$ cat src/rtl/alu8_flags.sv
module alu8_flags (
  input  logic       clk,
  input  logic       rst_n,
  input  logic       en,
  input  logic [4:0] op,
  input  logic [7:0] opa,
  input  logic [7:0] opb,
  input  logic       cin,
  output logic [7:0] res,
  output logic [5:0] fl_new,
  output logic [5:0] fl_we,
  output logic [5:0] status
);
  localparam logic [4:0] OP_ADD = 5'd0,  OP_ADC = 5'd1,  OP_SUB = 5'd2,  OP_SBC = 5'd3;
  localparam logic [4:0] OP_AND = 5'd4,  OP_OR  = 5'd5,  OP_XOR = 5'd6,  OP_COM = 5'd7;
  localparam logic [4:0] OP_NEG = 5'd8,  OP_INC = 5'd9,  OP_DEC = 5'd10, OP_LSL = 5'd11;
  localparam logic [4:0] OP_LSR = 5'd12, OP_ROL = 5'd13, OP_ROR = 5'd14, OP_ASR = 5'd15;
  localparam logic [4:0] OP_SWP = 5'd16, OP_SET = 5'd17;

  localparam logic [5:0] WE_ALL   = 6'b111111;
  localparam logic [5:0] WE_SVNZ  = 6'b011110;
  localparam logic [5:0] WE_SVNZC = 6'b011111;

  logic [7:0] r, mn, sb;
  logic       c, v, h, fix_v0, nc_v;

  always_comb begin
    r      = '0;
    c      = 1'b0;
    v      = 1'b0;
    h      = 1'b0;
    mn     = opa;
    sb     = opb;
    fix_v0 = 1'b0;
    nc_v   = 1'b0;
    fl_we  = '0;
    case (op)
      OP_ADD, OP_ADC: begin
        {c, r} = {1'b0, opa} + {1'b0, opb} + {8'b0, cin & (op == OP_ADC)};
        h = (opa[3] & opb[3]) | (opb[3] & ~r[3]) | (~r[3] & opa[3]);
        v = (opa[7] & opb[7] & ~r[7]) | (~opa[7] & ~opb[7] & r[7]);
        fl_we = WE_ALL;
      end
      OP_SUB, OP_SBC, OP_NEG: begin
        mn = (op == OP_NEG) ? 8'h00 : opa;
        sb = (op == OP_NEG) ? opa : opb;
        {c, r} = {1'b0, mn} - {1'b0, sb} - {8'b0, cin & (op == OP_SBC)};
        h = (~mn[3] & sb[3]) | (sb[3] & r[3]) | (r[3] & ~mn[3]);
        v = (mn[7] & ~sb[7] & ~r[7]) | (~mn[7] & sb[7] & r[7]);
        fl_we = WE_ALL;
      end
      OP_AND: begin r = opa & opb; fix_v0 = 1'b1; fl_we = WE_SVNZ; end
      OP_OR:  begin r = opa | opb; fix_v0 = 1'b1; fl_we = WE_SVNZ; end
      OP_XOR: begin r = opa ^ opb; fix_v0 = 1'b1; fl_we = WE_SVNZ; end
      OP_COM: begin r = ~opa; c = 1'b1; fix_v0 = 1'b1; fl_we = WE_SVNZC; end
      OP_INC: begin r = opa + 8'd1; v = (opa == 8'h7F); fl_we = WE_SVNZ; end
      OP_DEC: begin r = opa - 8'd1; v = (opa == 8'h80); fl_we = WE_SVNZ; end
      OP_LSL: begin r = {opa[6:0], 1'b0};   c = opa[7]; nc_v = 1'b1; fl_we = WE_SVNZC; end
      OP_LSR: begin r = {1'b0, opa[7:1]};   c = opa[0]; nc_v = 1'b1; fl_we = WE_SVNZC; end
      OP_ROL: begin r = {opa[6:0], cin};    c = opa[7]; nc_v = 1'b1; fl_we = WE_SVNZC; end
      OP_ROR: begin r = {cin, opa[7:1]};    c = opa[0]; nc_v = 1'b1; fl_we = WE_SVNZC; end
      OP_ASR: begin r = {opa[7], opa[7:1]}; c = opa[0]; nc_v = 1'b1; fl_we = WE_SVNZC; end
      OP_SWP: r = {opa[3:0], opa[7:4]};
      OP_SET: r = 8'hFF;
      default: r = '0;
    endcase
    if (fix_v0) v = 1'b0;
    if (nc_v)   v = r[7] ^ c;
  end

  assign res    = r;
  assign fl_new = {h, r[7] ^ v, v, r[7], (r == 8'h00), c};

  always_ff @(posedge clk or negedge rst_n)
    if (!rst_n)  status <= '0;
    else if (en) status <= (status & ~fl_we) | (fl_new & fl_we);
endmodule

$ cat config.mk
export PLATFORM = sky130hd
export DESIGN_NAME = alu8_flags
export DESIGN_NICKNAME = d
export VERILOG_FILES = /design/src/rtl/alu8_flags.sv
export SDC_FILE = /design/constraint.sdc
export NUM_CORES = 1
export LEC_CHECK = 0
export ABC_CLOCK_PERIOD_IN_PS = 4900
export CAP_MARGIN = 10
export CORE_UTILIZATION = 40
export CTS_CLUSTER_DIAMETER = 120
export DETAILED_ROUTE_END_ITERATION = 8
export DONT_BUFFER_PORTS = 1
export GPL_ROUTABILITY_DRIVEN = 1
export GPL_TIMING_DRIVEN = 0
export SETUP_SLACK_MARGIN = 0.5
export SLEW_MARGIN = 20
export SYNTH_ARGS = -nofsm -noshare
export SYNTH_HDL_FRONTEND = slang
export SYNTH_SLANG_ARGS = --single-unit
$ cat constraint.sdc
create_clock -name clk -period 4.9 [get_ports clk]
set_input_delay 0.49 -clock clk [delete_from_list [all_inputs] [get_ports clk]]
set_output_delay 0.49 -clock clk [all_outputs]
set_load 0.02 [all_outputs]
==> results.yml <==
global_route:
  overflow: 0
  grt_pass1_wl_um: 14700
  grt_max_degree: 11
  grt_usage: 0.260
  grt_pass1_vias: 2784
  antenna_found_initial: 0
die:
  chipWidth_um: 84.6
  die_height_um: 84.6
  io_pins: 51
  rows: 29
  dieArea_sq_mm: 0.00716
  core_sq_mm: 0.00646
  start_util: 0.423
route:
  num_vias: 3006
  wl_per_cell_um: 20.3
  viasPerCell: 6.29
  routed_wl_um: 9730
  drc: 0
  first_pass_iters: 7
  final_antenna_net_count: 0
  drtIter0Drc: 251
status:
  status: "finished clean"
clock_network:
  clock_sinks: 6
  clk_path_buf_depth: 2
  cts_root_buffer: "clkbuf_8"
  htree_levels: 1
  path_clk_slew_ns: 0.04
  cts_tree: "built"
  cts_buffers: 3
  insertion_delay_ns: 0.21
sta:
  finClkSkew_ns: 0
  max_slew.worst_pin.slew_ns: 0.952
  period_share: 0.929
  setup_viol: 0
  min_period_ns: 4.55
  hold_viol: 0
  fmax_mhz: 220
  rsz0062_at_grt: "yes"
  maxSlewHeadroom: 0.361
  final_max_slew_viol_count: 0
setup_path:
  cp_max_fo: 7
  end_kind: "primary output"
  max_stage_delay_ns: 0.54
  crit_chain: "clkbuf_16 > buf_8 > nor2_4 > nand3_4 > clkbuf_16 > o21ai_4 > fa_2 > inv_2 > fa_2 > nand2b_4 > a2111o_1 > nand2_1 > xnor2_1 > a32o_1 > a211o_4 > or4b_4 > nor3_4"
  cp_slowest_cell: "or4b_4"
  cp.required_ns: 4.41
  startpoint_type: "primary input"
  cp.arrival_ns: 4.06
  path_class: "in2out"
placement:
  hpwl_um: 7140
  numPortBuffers: 0
  place_congestion: 0.919
  placed_area_sq_mm: 0.00292
final_layout:
  nNetsFinal: 470
  layout_commonest_cell: "nand2_1"
  drive_above_1_share: 0.242
  syn2layout_area_growth_pct: 23.9
  diodes: 0
  final_cell_mix: "nand2_1, nor2_1, ha_1"
  finish.instance_area_sq_mm: 0.00338
synth:
  yosysSeqAreaShare: 0.0550
  synth_cell_types: 70
  postSynth.asyncResetShare: 1.00
  synth_enable_flop_cells: 0
  synth.top_cell.area_share: 0.165
  netlist_area_sq_mm: 0.00273
  syn_inst: 378
  synth_nets: 445
  ys.flop_type: "dfrtp_1"
  synth-warning-count: 0
  ys_top_cells_by_area: "ha_1, dfrtp_1, nand2_1"
  synth_seq_cells: 6
  avgSynthCellArea_sq_um: 7.22
  yosysTopAreaCell: "ha_1"
power:
  ir_worst_vdd_uv: 123
  powerDensity_mw_per_mm2: 160
  power_uw: 541
  p_leak_uw: 0.00153
hold_path:
  hold_path_class: "in2reg"
flow_run:
  cap_violations: 0
==> routing by layer <==
metal / global-route usage / vias up / wire length (um)
li1: - / 1418 / -
met1: 0.339 / 1395 / 4060
met2: 0.428 / 163 / 4470
met3: 0.0531 / 30 / 838
met4: 0.0832 / 0 / 355
met5: 0 / - / 0
==> timing repair <==
item / 4_1_cts / 5_1_grt
hold endpoints to repair: 6 / 0
cloned: 1 / 0
pin swaps: 12 / 15
buffers inserted: 11 / 7
hold buffers: 1 / 0
endpoints found under the setup margin: 4 / 3
gates resized for setup: 31 / 21
==> final timing paths <==
path / from / end / slack, ns / cells after the start
worst max-delay path: op[0] / fl_new[1] / 0.35 / 17
worst min-delay path: en / register / 0.49 / 2
worst max register to register: register / register / 4.03 / 1
worst min register to register: register / register / 0.63 / 2
max in group asynchronous: rst_n / asynchronous set/reset pin / 4.10 / 1
min in group asynchronous: rst_n / asynchronous set/reset pin / 0.58 / 1
==> synthesized netlist by cell type (all sizes together), types with 4 or more instances <==
master   n
a211o    4
a211oi   5
a21o     7
a21oi   22
a22oi   12
buf     16
clkbuf   5
dfrtp    6
fa       6
ha      36
inv     33
mux2     5
mux2i    4
nand2   39
nand2b  10
nand3    9
nand4    5
nor2    37
nor2b    6
nor3    10
nor4     4
o21a     4
o21ai   25
xnor2    9
xor2     8
==> cells by family (layout without fill, tap and decap cells) <==
logic type | Yosys count | after routing | synth area share
compound gates | 109 | 110 | 0.288
xor+xnor | 17 | 17 | 0.0546
fa+ha+maj | 42 | 42 | 0.209
buf+inv | 54 | 76 | 0.0931
flops | 6 | 6 | 0.0550
mux | 9 | 9 | 0.0367
simple gates | 141 | 141 | 0.263
==> worst max-delay path: cells and delay by family <==
kind | cells | cell delay, ns
AOI/OAI and AO/OA | 4 | 1.12
buffers and inverters | 4 | 0.48
and+or+nand+nor | 6 | 1.34
adders and majority gates | 2 | 0.56
xor gates and xnor gates | 1 | 0.06
==> metrics by stage <==
| step | std cells | util | worst slack (ns) | hold slack, ns | setup TNS, ns |
|---|---|---|---|---|---|
| 6_report | 478 | 0.524 | 0.349 | 0.487 | 0 |
| 5_1_grt | 478 | 0.524 | 0.224 | 0.501 | 0 |
| 4_1_cts | 471 | 0.501 | 0.351 | 0.490 | 0 |
| 3_5_place_dp | 455 | 0.451 | -0.0839 | 0.195 | -0.171 |
| 3_3_place_gp | 455 | 0.451 | -0.135 | 0.195 | -0.271 |
| 2_1_floorplan | 378 | - | 0.506 | 0.194 | 0 |
==> power breakdown <==
part           internal, uW  leakage (uW)  switching, uW
Combinational           170       0.00144            225
Clock                  52.6     0.0000216           19.7
Sequential             57.8     0.0000772           15.2
Total                   281       0.00153            260
==> cell type report <==
cell class	instances	area [sq um]
multi-input combinational	319	2600
buffer	21	229
timing repair buffer	19	143
clock buffer	3	41.3
sequential	6	150
fill	659	3080
tap	77	96.3
inverter	33	124
(Power assumes the default switching activity.)
